[src/rtl/ptw_pkg.sv]
package ptw_pkg;

    localparam int unsigned WORD_W       = 32;
    localparam int unsigned DOM_W        = 4;
    localparam int unsigned DOM_LSB      = 5;
    localparam int unsigned AP_W         = 8;
    localparam int unsigned BLOCK_SHIFT  = 20;
    localparam int unsigned LARGE_SHIFT  = 16;
    localparam int unsigned SMALL_SHIFT  = 12;
    localparam int unsigned TINY_SHIFT   = 10;
    localparam int unsigned BASE_ALIGN   = 14;
    localparam int unsigned COARSE_ALIGN = 10;
    localparam int unsigned FINE_ALIGN   = 12;
    localparam int unsigned WORD_SHIFT   = 2;

    typedef enum logic [2:0] {
        ST_IDLE, ST_L1_REQ, ST_L1_WAIT, ST_L2_REQ, ST_L2_WAIT, ST_DONE
    } walk_state_e;

    typedef enum logic [1:0] {
        SZ_BLOCK = 2'd0, SZ_LARGE = 2'd1, SZ_SMALL = 2'd2, SZ_TINY = 2'd3
    } page_size_e;

    typedef enum logic [1:0] {
        K1_FAULT = 2'd0, K1_COARSE = 2'd1, K1_BLOCK = 2'd2, K1_FINE = 2'd3
    } l1_kind_e;

    typedef struct packed {
        logic [WORD_W-1:0] pa;
        logic              cacheable;
        logic              bufferable;
        logic [DOM_W-1:0]  domain;
        logic [AP_W-1:0]   ap;
        page_size_e        size;
        logic              fault;
        logic              fault_l2;
    } walk_result_t;

    // Upper bits from hi (above sh), lower bits from lo.
    function automatic logic [WORD_W-1:0] join_addr(input logic [WORD_W-1:0] hi,
                                                    input logic [WORD_W-1:0] lo,
                                                    input int unsigned sh);
        logic [WORD_W-1:0] m;
        m = {WORD_W{1'b1}} << sh;
        return (hi & m) | (lo & ~m);
    endfunction

    // Table index taken from va[top-1:low], scaled to a word offset.
    function automatic logic [WORD_W-1:0] word_index(input logic [WORD_W-1:0] va,
                                                     input int unsigned top,
                                                     input int unsigned low);
        logic [WORD_W-1:0] m;
        m = ~({WORD_W{1'b1}} << (top - low));
        return ((va >> low) & m) << WORD_SHIFT;
    endfunction

endpackage

[src/rtl/ptw_l1_decode.sv]
module ptw_l1_decode
    import ptw_pkg::*;
(
    input  logic [WORD_W-1:0] desc_i,
    input  logic [WORD_W-1:0] va_i,
    output l1_kind_e          kind_o,
    output walk_result_t      block_res_o,
    output logic [WORD_W-1:0] l2_addr_o,
    output logic [DOM_W-1:0]  domain_o
);
    logic [WORD_W-1:0] coarse_addr;
    logic [WORD_W-1:0] fine_addr;

    always_comb begin
        kind_o   = l1_kind_e'(desc_i[1:0]);
        domain_o = desc_i[DOM_LSB +: DOM_W];

        coarse_addr = join_addr(desc_i, word_index(va_i, BLOCK_SHIFT, SMALL_SHIFT), COARSE_ALIGN);
        fine_addr   = join_addr(desc_i, word_index(va_i, BLOCK_SHIFT, TINY_SHIFT), FINE_ALIGN);
        l2_addr_o   = (kind_o == K1_FINE) ? fine_addr : coarse_addr;

        block_res_o            = '0;
        block_res_o.pa         = join_addr(desc_i, va_i, BLOCK_SHIFT);
        block_res_o.bufferable = desc_i[2];
        block_res_o.cacheable  = desc_i[3];
        block_res_o.domain     = desc_i[DOM_LSB +: DOM_W];
        block_res_o.ap         = {{(AP_W-2){1'b0}}, desc_i[11:10]};
        block_res_o.size       = SZ_BLOCK;
    end
endmodule

[src/rtl/ptw_l2_decode.sv]
module ptw_l2_decode
    import ptw_pkg::*;
(
    input  logic [WORD_W-1:0] desc_i,
    input  logic [WORD_W-1:0] va_i,
    input  logic              fine_i,
    input  logic [DOM_W-1:0]  domain_i,
    output walk_result_t      res_o
);
    page_size_e kind;
    logic       legal;

    always_comb begin
        kind = page_size_e'(desc_i[1:0]);
        // Coarse tables carry 64K/4K pages; fine tables carry 1K pages.
        legal = fine_i ? (kind == SZ_TINY)
                       : (kind == SZ_LARGE || kind == SZ_SMALL);

        res_o = '0;
        if (!legal) begin
            res_o.fault    = 1'b1;
            res_o.fault_l2 = 1'b1;
        end else begin
            res_o.bufferable = desc_i[2];
            res_o.cacheable  = desc_i[3];
            res_o.domain     = domain_i;
            res_o.size       = kind;
            case (kind)
                SZ_LARGE: begin
                    res_o.pa = join_addr(desc_i, va_i, LARGE_SHIFT);
                    res_o.ap = desc_i[11:4];
                end
                SZ_SMALL: begin
                    res_o.pa = join_addr(desc_i, va_i, SMALL_SHIFT);
                    res_o.ap = desc_i[11:4];
                end
                default: begin
                    res_o.pa = join_addr(desc_i, va_i, TINY_SHIFT);
                    res_o.ap = {{(AP_W-2){1'b0}}, desc_i[5:4]};
                end
            endcase
        end
    end
endmodule

[src/rtl/ptw_walker.sv]
module ptw_walker
    import ptw_pkg::*;
(
    input  logic              clk,
    input  logic              rst_n,
    input  logic [WORD_W-1:0] ttb_i,
    input  logic              req_valid_i,
    input  logic [WORD_W-1:0] req_va_i,
    output logic              req_ready_o,
    output logic              mem_req_o,
    output logic [WORD_W-1:0] mem_addr_o,
    input  logic              mem_gnt_i,
    input  logic              mem_rvalid_i,
    input  logic [WORD_W-1:0] mem_rdata_i,
    output logic              done_o,
    output logic [WORD_W-1:0] pa_o,
    output logic              cacheable_o,
    output logic              bufferable_o,
    output logic [DOM_W-1:0]  domain_o,
    output logic [AP_W-1:0]   ap_o,
    output logic [1:0]        size_o,
    output logic              fault_o,
    output logic              fault_lvl_o
);
    typedef struct packed {
        walk_state_e       state;
        logic [WORD_W-1:0] va;
        logic [WORD_W-1:0] maddr;
        logic [DOM_W-1:0]  domain;
        logic              fine;
        walk_result_t      res;
    } walk_regs_t;

    walk_regs_t q, d;

    l1_kind_e          l1_kind;
    walk_result_t      l1_block_res;
    logic [WORD_W-1:0] l1_next_addr;
    logic [DOM_W-1:0]  l1_domain;
    walk_result_t      l2_res;

    ptw_l1_decode u_l1 (
        .desc_i      (mem_rdata_i),
        .va_i        (q.va),
        .kind_o      (l1_kind),
        .block_res_o (l1_block_res),
        .l2_addr_o   (l1_next_addr),
        .domain_o    (l1_domain)
    );

    ptw_l2_decode u_l2 (
        .desc_i   (mem_rdata_i),
        .va_i     (q.va),
        .fine_i   (q.fine),
        .domain_i (q.domain),
        .res_o    (l2_res)
    );

    always_comb begin
        d = q;
        case (q.state)
            ST_IDLE: begin
                if (req_valid_i) begin
                    d.va    = req_va_i;
                    d.maddr = join_addr(ttb_i, word_index(req_va_i, WORD_W, BLOCK_SHIFT), BASE_ALIGN);
                    d.state = ST_L1_REQ;
                end
            end
            ST_L1_REQ: if (mem_gnt_i) d.state = ST_L1_WAIT;
            ST_L1_WAIT: begin
                if (mem_rvalid_i) begin
                    case (l1_kind)
                        K1_FAULT: begin
                            d.res          = '0;
                            d.res.fault    = 1'b1;
                            d.res.fault_l2 = 1'b0;
                            d.state        = ST_DONE;
                        end
                        K1_BLOCK: begin
                            d.res   = l1_block_res;
                            d.state = ST_DONE;
                        end
                        default: begin
                            d.maddr  = l1_next_addr;
                            d.domain = l1_domain;
                            d.fine   = (l1_kind == K1_FINE);
                            d.state  = ST_L2_REQ;
                        end
                    endcase
                end
            end
            ST_L2_REQ: if (mem_gnt_i) d.state = ST_L2_WAIT;
            ST_L2_WAIT: begin
                if (mem_rvalid_i) begin
                    d.res   = l2_res;
                    d.state = ST_DONE;
                end
            end
            ST_DONE: d.state = ST_IDLE;
            default: d.state = ST_IDLE;
        endcase
    end

    always_ff @(posedge clk) begin
        if (!rst_n) begin
            q       <= '0;
            q.state <= ST_IDLE;
        end else begin
            q <= d;
        end
    end

    assign req_ready_o  = (q.state == ST_IDLE);
    assign mem_req_o    = (q.state == ST_L1_REQ) || (q.state == ST_L2_REQ);
    assign mem_addr_o   = q.maddr;
    assign done_o       = (q.state == ST_DONE);
    assign pa_o         = q.res.pa;
    assign cacheable_o  = q.res.cacheable;
    assign bufferable_o = q.res.bufferable;
    assign domain_o     = q.res.domain;
    assign ap_o         = q.res.ap;
    assign size_o       = q.res.size;
    assign fault_o      = q.res.fault;
    assign fault_lvl_o  = q.res.fault_l2;
endmodule

[config.mk]
export PLATFORM = sky130hd
export DESIGN_NAME = ptw_walker
export DESIGN_NICKNAME = d
export VERILOG_FILES = /design/src/rtl/ptw_pkg.sv /design/src/rtl/ptw_l1_decode.sv /design/src/rtl/ptw_l2_decode.sv /design/src/rtl/ptw_walker.sv
export SDC_FILE = /design/constraint.sdc
export NUM_CORES = 1
export LEC_CHECK = 0
export ABC_AREA = 1
export BUFFER_PORTS_ARGS = -buffer_cell sky130_fd_sc_hd__buf_2
export CORE_UTILIZATION = 35
export CTS_CLUSTER_DIAMETER = 100
export DETAILED_ROUTE_END_ITERATION = 10
export GPL_ROUTABILITY_DRIVEN = 0
export SYNTH_ARGS = -nofsm -noshare
export SYNTH_HDL_FRONTEND = slang
export SYNTH_HIERARCHICAL = 1
export SYNTH_SLANG_ARGS = --single-unit
[constraint.sdc]
create_clock -name clk -period 2.4 [get_ports clk]
set_input_delay 0.72 -clock clk [delete_from_list [all_inputs] [get_ports clk]]
set_output_delay 0.72 -clock clk [all_outputs]
set_load 0.02 [all_outputs]
Word level (Yosys, flattened, before mapping)
Cells that the tools add are included.

Register bits after elaboration: 122. Input port bits: 101. Word-level logic and storage cells: 68.

Eq/ne operators: 15. Muxes and demuxes: 19. Bitwise operators: 8. Reductions and logical operators: 13.

Operator list (number): 50-bit case mux with 2 select lines (2); 32-bit case mux with 2 select lines (2); 87-bit two-way mux (1); 67-bit two-way mux (1); 32-bit by 10-bit bitwise OR with 32-bit output (2); 32-bit by 12-bit bitwise OR with 32-bit output (2); 50-bit two-way mux (1); 48-bit two-way mux (1); 37-bit two-way mux (1); 32-bit two-way mux (1); 32-bit by 14-bit bitwise OR with 32-bit output (1); 32-bit by 16-bit bitwise OR with 32-bit output (1); 32-bit by 20-bit bitwise OR with 32-bit output (1); 3-bit two-way mux (5); 3-bit case mux with 5 select lines (1); 2-bit inequality test (second input constant) (6); 8-bit two-way mux (1); 4-bit AND reduction (2); 3-bit by 2-bit == test with 1-bit output (second input constant) (2); 3-bit == test (second input constant) (2); 5-bit AND reduction (1); 2-bit == test (second input constant) (2); 2-bit nonzero test (2); 2-bit OR reduction (2); 11 further kinds (12).

Depth between registers and ports, before layout
Gate-level depths: netlist of run 1.

Depth in word-level cells: 6. Gate-level depth with buffers: 12. Gate-level depth less buffers: 11.

Cells and area by module
The synthesis of run 1 kept the hierarchy.

Modules (own cells, without submodules): ptw_walker (area each 6621.4 um^2, cells each 1072, instances 1); ptw_l1_decode (area each 743.2 um^2, cells each 112, instances 1); ptw_l2_decode (area each 649.4 um^2, cells each 127, instances 1).

Least setup slack after synthesis of run 1
No wires, ideal clock.

Kind: input port to flip-flop. Start point: in mem_rdata_i[0]. End point: reg q (netlist bit pa_o[8]). Data arrival time: 1847 ps. Setup time: 112 ps. Setup slack: 441 ps. Buffers on the path: 2. Data required time: 2288 ps. Cell stages on the path: 12. Path through: inv_1 -> ha_1 -> buf_6 -> nor2_4 -> nand2_4 -> buf_12 -> nand2_2 -> nor2_2 -> nand2_1 -> o21ai_0 -> nor2_1 -> nor2_1.

RTL lines: start: declaration (RTL line ptw_walker.sv:14) `input logic [WORD_W-1:0] mem_rdata_i,`; end: declaration (RTL line ptw_walker.sv:34) `walk_regs_t q, d;`.

Final worst setup path of run 1
Start point: reg q[120] in the netlist's numbering. End point: out req_ready_o.

Longest elaborated chain between the ends: 1.

RTL lines: 3-bit zero test (RTL line ptw_walker.sv:113) `assign req_ready_o = (q.state == ST_IDLE);`; end: declaration (RTL line ptw_walker.sv:9) `output logic req_ready_o,`.

Every way passes these cells.

==> results of run 1 <==
flip-flops by register name, summed over array words and instances (netlist names):
register	flops
q	28
ap_o	8
mem_addr_o	32
bufferable_o	1
size_o	2
pa_o	32
domain_o	4
fault_o	1
fault_lvl_o	1
cacheable_o	1
per-layer routing:
metal / vias up / share of wire [%] / global-route usage, %
met5: - / 0 / 0
met4: 0 / 1.7 / 5.82
met3: 15 / 4.5 / 3.33
met2: 128 / 44 / 26.9
met1: 2787 / 49 / 24.6
li1: 3553 / - / -
layout make-up:
cell class              instances  area share (%)
clock buffers                  11            2.97
flip-flops and latches        110            28.1
multi-input cells             776            41.4
repair buffers                195            14.7
well taps                     275            4.39
inverters                     162            7.75
clock inverters                 5           0.749
diodes                          1          0.0319
worst paths after layout:
kind / end / cells after the start / start
max: req_ready_o / 4 / q[120]
min reg2reg: mem_addr_o[0] / 2 / mem_addr_o[0]
max reg2reg: q[119] / 7 / q[120]
min: mem_addr_o[0] / 2 / mem_addr_o[0]
power groups by stage:
| stage | Sequential, mW | Combinational [mW] | Clock (mW) |
|---|---|---|---|
| 2_1_floorplan | 2.69 | 4.11 | 0 |
| 3_3_place_gp | 2.73 | 4.51 | 0 |
| 3_5_place_dp | 2.75 | 4.56 | 0 |
| 4_1_cts | 2.71 | 4.58 | 1.59 |
| 5_1_grt | 2.78 | 5.16 | 1.63 |
| 6_report | 2.71 | 4.53 | 1.53 |
stage by stage:
stage	power (mW)	utilization [%]	hold slack [ns]
floorplan	6.80	-	0.439
global placement	7.24	35.7	0.449
detailed placement	7.30	35.7	0.454
CTS	8.87	37.1	0.468
global route	9.57	37.1	0.481
finish	8.76	37.1	0.463
worst reg2reg max path: stages, from the launching register on:
cell and delay [ns]:
dfxtp_1 0.36, nor2_2 0.18, nand2_1 0.11, inv_2 0.22, nand2_1 0.53, nand4_1 0.29, nand2_1 0.07, nor2_1 0.09
==> flow_metrics.env, run 1 <==
export IMPL_cts_tree="done"
export IMPL_first_iter_violations=382
export IMPL_dp_cells=1518
export IMPL_slew_viol_final=0
export IMPL_p_sw_mw=4.02
export IMPL_nNetsFinal=1358
export IMPL_wl_per_cell_um=12.7
export IMPL_min_path_type="register to register"
export IMPL_via_per_inst=4.22
export IMPL_syn_inst=1261
export IMPL_required_ns=1.68
export IMPL_hold_buffers=0
export IMPL_crit_path_top_delay_cell="dfxtp_1"
export IMPL_wirelength_mm=19.5
export IMPL_critPathMaxFanout=13
export IMPL_initial_core_util_pct=35.9
export IMPL_port_buffers=171
export IMPL_pwr_share_clk_pct=17.5
export IMPL_p_leak_nw=4.19
export IMPL_worst_slack_ns=0.225
export IMPL_cts_buffer_depth=2
export IMPL_antenna_found_initial=0
export IMPL_critPathCaptureType="output port"
export IMPL_die_h_um=149
export IMPL_root_buffer="clkbuf_16"
export IMPL_setup_viol=0
export IMPL_io_pins=186
export IMPL_syn_mean_instance_area_um2=6.03
export IMPL_post_dp_hpwl_mm=13.8
export IMPL_fin_crit_sh_pct=90.6
export IMPL_cp_cell_sequence="nor2_2 -> nand2_1 -> inv_2 -> buf_2"
export IMPL_status="finished clean"
export IMPL_grt_pass1_vias=5657
export IMPL_dr_total_vias=6483
export IMPL_core_area_um2=21200
export IMPL_fmax_mhz=460
export IMPL_grt_pass1_wl_mm=30.3
export IMPL_rsz0062_at_grt="no"
export IMPL_cp_buffers_inverters=2
export IMPL_multi_input_area_um2=3250
export IMPL_drv_cap=0
export IMPL_pre_cts_slack_ns=0.0863
export IMPL_grt_max_degree=51
export IMPL_start_kind="register"
export IMPL_finalHoldViolCount=0
export IMPL_p_seq_share_pct=30.9
export IMPL_drive_gt1_share_pct=19.2
export IMPL_pwr_density_cell_nw_per_um2=1120
export IMPL_reg2reg_slack_ns=0.50
export IMPL_critPathKind="register to output port"
export IMPL_cts_sinks=110
export IMPL_fin_worst_skew_ns=0.00894
export IMPL_cts_buffers=9
export IMPL_clk_pin_slew_worst_paths_ns=0.07
export IMPL_layout_common_cells="nand2_1 (358), nor2_1 (212), buf_2 (170), inv_1 (158), dfxtp_1 (110)"
export IMPL_crit_family="buffers and inverters"
export IMPL_regArea_um2=2200
export IMPL_area_growth_syn_to_layout_pct=3.24
export IMPL_swShare_pct=45.9
export IMPL_post_cts_buffers=0
export IMPL_syn_area_um2=7600
export IMPL_tightest_slew_ns=0.780
export IMPL_remaining_drc_errors=0
export IMPL_slew_headroom_pct=47.9
export IMPL_ys_warn_count=6
export IMPL_first_pass_iters=5
export IMPL_comb_power_share_pct=51.7
export IMPL_ir_drop_mv=0.529
export IMPL_crit_arrival_ns=1.45
export IMPL_clk_latency_ns=0.36
export IMPL_fin_tns_setup_ns=0
export IMPL_fin_crit_ns=2.17
export IMPL_rows=53
export IMPL_chipWidth_um=149
export IMPL_intPower_mw=4.75
export IMPL_gr_total_overflow=0
export IMPL_gr_usage_all_layers_pct=17.6
export IMPL_postRouteAntennaNets=0
export IMPL_place_area_um2=7550
export IMPL_cts_resized=0
export IMPL_final_cell_area_um2=7850
export IMPL_slowest_delay_ns=0.36
export IMPL_dieArea_um2=22300
export IMPL_htree_levels=3
export IMPL_nFillCells=2352
export IMPL_layout_commonest_cell="nand2_1"
export IMPL_fin_cells=1535
Power figures use the tool's default switching activity.
==> inputs of run 2 (changes only) <==
--- a/config.mk
+++ b/config.mk
@@ -11,6 +11,7 @@
 export CTS_CLUSTER_DIAMETER = 100
 export DETAILED_ROUTE_END_ITERATION = 10
 export GPL_ROUTABILITY_DRIVEN = 0
+export MAX_ROUTING_LAYER = met4
 export SYNTH_ARGS = -nofsm -noshare
 export SYNTH_HDL_FRONTEND = slang
 export SYNTH_HIERARCHICAL = 1
==> run 2 against run 1 <==
  * Register-to-register slack about the same
  * Maximum frequency about the same
  * Non-clock buffer count unchanged
  * First-iteration DRC count down 9.2%
  * Clock power about the same
  * Flip-flop and latch count unchanged
  * Die area unchanged
  * Critical path depth unchanged
  * Critical endpoint unchanged
  * Power about the same
  * Count of clock-buffer cells in the layout unchanged
  * Worst setup slack about the same
  * Global-route usage up 0.52 points
==> flow_metrics.env, run 2 (synthesized netlist as in run 1, its figures left out) <==
export IMPL_p_leak_nw=4.19
export IMPL_cp_cell_sequence="nor2_2 -> nand2_1 -> inv_2 -> buf_2"
export IMPL_cp_buffers_inverters=2
export IMPL_critPathKind="register to output port"
export IMPL_start_kind="register"
export IMPL_fmax_mhz=460
export IMPL_fin_crit_sh_pct=90.6
export IMPL_cts_sinks=110
export IMPL_cts_tree="done"
export IMPL_swShare_pct=45.9
export IMPL_nNetsFinal=1358
export IMPL_rows=53
export IMPL_intPower_mw=4.74
export IMPL_comb_power_share_pct=51.6
export IMPL_htree_levels=3
export IMPL_hold_buffers=0
export IMPL_required_ns=1.68
export IMPL_remaining_drc_errors=0
export IMPL_first_pass_iters=5
export IMPL_core_area_um2=21200
export IMPL_hold_slack_ns=0.463
export IMPL_dieArea_um2=22300
export IMPL_gr_usage_all_layers_pct=18.1
export IMPL_met1_usage_pct=24.9
export IMPL_reg2reg_slack_ns=0.50
export IMPL_post_dp_hpwl_mm=13.8
export IMPL_place_area_um2=7550
export IMPL_die_h_um=149
export IMPL_dr_total_vias=6488
export IMPL_clk_pin_slew_worst_paths_ns=0.07
export IMPL_cts_buffers=9
export IMPL_gr_total_overflow=0
export IMPL_port_buffers=171
export IMPL_postRouteAntennaNets=0
export IMPL_grt_max_degree=51
export IMPL_status="finished clean"
export IMPL_root_buffer="clkbuf_16"
export IMPL_area_growth_syn_to_layout_pct=3.24
export IMPL_rsz0062_at_grt="no"
export IMPL_r2r_start="q[120]"
export IMPL_endpoint="req_ready_o"
export IMPL_fin_worst_skew_ns=0.00862
export IMPL_fin_util_pct=37.1
export IMPL_critical_path_startpoint="q[120]"
export IMPL_layout_commonest_cell="nand2_1"
export IMPL_fin_crit_ns=2.17
export IMPL_fin_tns_setup_ns=0
export IMPL_hp_start="mem_addr_o[0]"
export IMPL_power_mw=8.77
export IMPL_pwr_share_clk_pct=17.5
export IMPL_finalHoldViolCount=0
export IMPL_cp_depth=4
export IMPL_min_path_type="register to register"
export IMPL_tightest_slew_ns=0.777
export IMPL_grtUsageMet3_pct=3.00
export IMPL_wl_per_cell_um=12.7
export IMPL_drv_cap=0
export IMPL_slew_headroom_pct=48.1
export IMPL_grt_pass1_wl_mm=30.3
export IMPL_clk_latency_ns=0.36
export IMPL_initial_core_util_pct=35.9
export IMPL_io_pins=186
export IMPL_drive_gt1_share_pct=19.2
export IMPL_p_sw_mw=4.02
export IMPL_setup_viol=0
export IMPL_critPathCaptureType="output port"
export IMPL_layout_common_cells="nand2_1 (358), nor2_1 (212), buf_2 (170), inv_1 (158), dfxtp_1 (110)"
export IMPL_use_met2_pct=26.7
export IMPL_crit_reg2reg_capture="q[119]"
export IMPL_cts_resized=0
export IMPL_slew_viol_final=0
export IMPL_crit_arrival_ns=1.45
export IMPL_p_seq_share_pct=30.9
export IMPL_first_iter_violations=347
export IMPL_crit_family="buffers and inverters"
export IMPL_cts_buffer_depth=2
export IMPL_via_per_inst=4.23
export IMPL_wirelength_mm=19.5
export IMPL_chipWidth_um=149
export IMPL_post_cts_buffers=0
export IMPL_antenna_found_initial=0
export IMPL_ir_drop_mv=0.530
export IMPL_slowest_delay_ns=0.36
export IMPL_grt_pass1_vias=5650
export IMPL_critPathMaxFanout=13
export IMPL_crit_path_top_delay_cell="dfxtp_1"
export IMPL_final_cell_area_um2=7850
export IMPL_grt_busiest_layer="met2"
export IMPL_r2r_cells=7
export IMPL_pwr_density_cell_nw_per_um2=1120
[run 2: cell counts in the layout (fill, tap and decap cells not counted)]
Identical to the previous run, type by type.
[run 2: cell type report]
| cell class | instances | area (um2) |
|---|---|---|
| clock buffers | 11 | 233 |
| repair buffers | 195 | 1150 |
| flip-flops and latches | 110 | 2200 |
| fillers | 2352 | 13300 |
| well taps | 275 | 344 |
| clock inverters | 5 | 58.8 |
| diodes | 1 | 2.50 |
| multi-input cells | 776 | 3250 |
| inverters | 162 | 608 |
[run 2: worst min path at each step]
stage | cells past startpoint | slack [ns] | endpoint
2_1_floorplan | 2 | 0.44 | mem_addr_o[0]
3_3_place_gp | 2 | 0.45 | mem_addr_o[1]
3_5_place_dp | 2 | 0.45 | mem_addr_o[0]
4_1_cts | 2 | 0.47 | mem_addr_o[0]
5_1_grt | 2 | 0.48 | mem_addr_o[1]
6_report | 2 | 0.46 | mem_addr_o[0]
[run 2: power by group through the flow]
stage	Clock, mW	Combinational (mW)	Sequential (mW)
after CTS	1.59	4.58	2.71
after detailed placement	0	4.56	2.75
after global routing	1.63	5.16	2.78
after floorplan	0	4.11	2.69
after global placement	0	4.51	2.73
final	1.53	4.53	2.71
[run 2: layer usage]
metal	share of wire [%]	vias to the layer above	wire, um
li1	-	3557	-
met1	50	2783	9790
met2	44	134	8560
met3	4.4	14	849
met4	1.6	0	303
met5	0	-	0
[run 2: worst register-to-register path, delay by kind of cell, from the launching register on]
family / cells / cell delay (ns)
simple gates: 6 / 1.27
flops: 1 / 0.36
buf+inv: 1 / 0.23
[run 2: per-stage QoR]
step	setup slack (ns)	std cells
floorplan	0.441	1272
CTS	0.216	1534
global placement	0.0949	1518
detailed placement	0.0863	1518
global route	0.152	1534
finish	0.225	1535
==> inputs of run 3 (changes only) <==
--- a/config.mk
+++ b/config.mk
@@ -7,11 +7,13 @@
 export LEC_CHECK = 0
 export ABC_AREA = 1
 export BUFFER_PORTS_ARGS = -buffer_cell sky130_fd_sc_hd__buf_2
+export CORE_MARGIN = 2
 export CORE_UTILIZATION = 35
 export CTS_CLUSTER_DIAMETER = 100
 export DETAILED_ROUTE_END_ITERATION = 10
 export GPL_ROUTABILITY_DRIVEN = 0
 export MAX_ROUTING_LAYER = met4
+export REMOVE_ABC_BUFFERS = 1
 export SYNTH_ARGS = -nofsm -noshare
 export SYNTH_HDL_FRONTEND = slang
 export SYNTH_HIERARCHICAL = 1
==> run 3 against run 2 <==
  * Final area up 0.14%
  * Count of clock-buffer cells in the layout is 1 lower
  * Cell count rose by 0.20%
  * Flip-flop and latch count unchanged
==> flow_metrics.env, run 3 (synthesized netlist as in run 1, its figures left out) <==
export IMPL_status="finished clean"
export IMPL_clk_latency_ns=0.36
export IMPL_hold_slack_ns=0.469
export IMPL_rows=53
export IMPL_remaining_drc_errors=0
export IMPL_regArea_um2=2200
export IMPL_post_dp_hpwl_mm=13.5
export IMPL_cts_sinks=110
export IMPL_nNetsFinal=1362
export IMPL_power_mw=8.83
export IMPL_start_kind="input port"
export IMPL_setup_viol=0
export IMPL_grt_pass1_wl_mm=30.4
export IMPL_p_leak_nw=4.21
export IMPL_layout_commonest_cell="nand2_1"
export IMPL_rsz0062_at_grt="no"
export IMPL_fin_cells=1538
export IMPL_slew_viol_final=0
export IMPL_required_ns=2.69
export IMPL_min_path_type="register to register"
export IMPL_cts_buffer_depth=2
export IMPL_swShare_pct=45.7
export IMPL_gr_usage_all_layers_pct=17.5
export IMPL_first_pass_iters=4
export IMPL_chipWidth_um=151
export IMPL_cts_buffers=9
export IMPL_pwr_density_cell_nw_per_um2=1120
export IMPL_crit_arrival_ns=2.29
export IMPL_critPathCaptureType="register"
export IMPL_ir_drop_mv=1.35
export IMPL_pre_cts_slack_ns=0.0320
export IMPL_intPower_mw=4.80
export IMPL_critPathKind="input port to register"
export IMPL_postRouteAntennaNets=0
export IMPL_p_seq_share_pct=30.5
export IMPL_cts_tree="done"
export IMPL_p_sw_mw=4.03
export IMPL_multi_input_area_um2=3250
export IMPL_dieArea_um2=22900
export IMPL_dp_cells=1522
export IMPL_antennaDiodeCount=0
export IMPL_wl_per_cell_um=12.6
export IMPL_via_per_inst=4.26
export IMPL_comb_power_share_pct=51.8
export IMPL_dr_total_vias=6550
export IMPL_io_pins=186
export IMPL_first_iter_violations=336
export IMPL_area_growth_syn_to_layout_pct=3.39
export IMPL_fin_crit_ns=2.00
export IMPL_worst_slack_ns=0.396
export IMPL_final_cell_area_um2=7860
export IMPL_post_cts_buffers=0
export IMPL_grt_pass1_vias=5844
export IMPL_gr_total_overflow=0
export IMPL_core_area_um2=21200
export IMPL_root_buffer="clkbuf_16"
export IMPL_wirelength_mm=19.3
export IMPL_hold_buffers=0
export IMPL_place_area_um2=7560
export IMPL_cts_resized=0
export IMPL_fin_worst_skew_ns=0.0114
export IMPL_nFillCells=2338
export IMPL_clk_pin_slew_worst_paths_ns=0.07
export IMPL_initial_core_util_pct=35.9
export IMPL_htree_levels=3
export IMPL_drv_cap=0
export IMPL_grt_max_degree=64
export IMPL_pwr_share_clk_pct=17.7
export IMPL_finalHoldViolCount=0
export IMPL_drive_gt1_share_pct=19.6
export IMPL_critPathMaxFanout=28
export IMPL_die_h_um=151
export IMPL_fmax_mhz=499
export IMPL_port_buffers=171
export IMPL_antenna_found_initial=0
export IMPL_fin_crit_sh_pct=83.5
export IMPL_layout_common_cells="nand2_1 (358), nor2_1 (212), buf_2 (170), inv_1 (158), dfxtp_1 (110)"
## run 3: through the flow
stage	TNS [ns]	utilization, %
6_report	0	37.1
3_5_place_dp	0	35.7
3_3_place_gp	0	35.7
5_1_grt	0	37.1
2_1_floorplan	-35.07	-
4_1_cts	0	37.1
## run 3: power by group through the flow
stage	Clock [mW]	Sequential [mW]	Combinational [mW]
after floorplan	0	3.26	2.54
after global placement	0	2.72	4.58
after detailed placement	0	2.74	4.62
after CTS	1.63	2.70	4.64
after global routing	1.70	2.77	5.26
final	1.56	2.69	4.58
## run 3: routing by layer
layer | routed length, um | global-route usage [%]
met1 | 9540 | 24.3
met2 | 8520 | 26.9
met3 | 1120 | 2.47
met4 | 136 | 4.07
met5 | 0 | -
## run 3: worst max-delay path: stages
cell and delay, ns:
buf_2 0.12, buf_4 0.23, ha_1 0.28, inv_1 0.10, nand2_4 0.36, nand2_1 0.09, nor2_1 0.10, nand2_1 0.05
o21ai_0 0.09, nor2_1 0.06, nor2_1 0.08
## run 3: worst paths after layout
path	start	endpoint	slack [ns]	cells after the start
max	mem_rdata_i[0]	pa_o[3]	0.40	11
min	mem_addr_o[0]	mem_addr_o[0]	0.47	2
max reg2reg	q[120]	domain_o[2]	0.71	8
min reg2reg	mem_addr_o[0]	mem_addr_o[0]	0.47	2
## run 3: cell type report
type,count,share of cell area [%]
Tap cell,275,4.38
Inverter,162,7.74
Multi-Input combinational cell,776,41.3
Clock inverter,6,0.780
Sequential cell,110,28.0
Clock buffer,10,3.04
Timing Repair Buffer,199,14.7
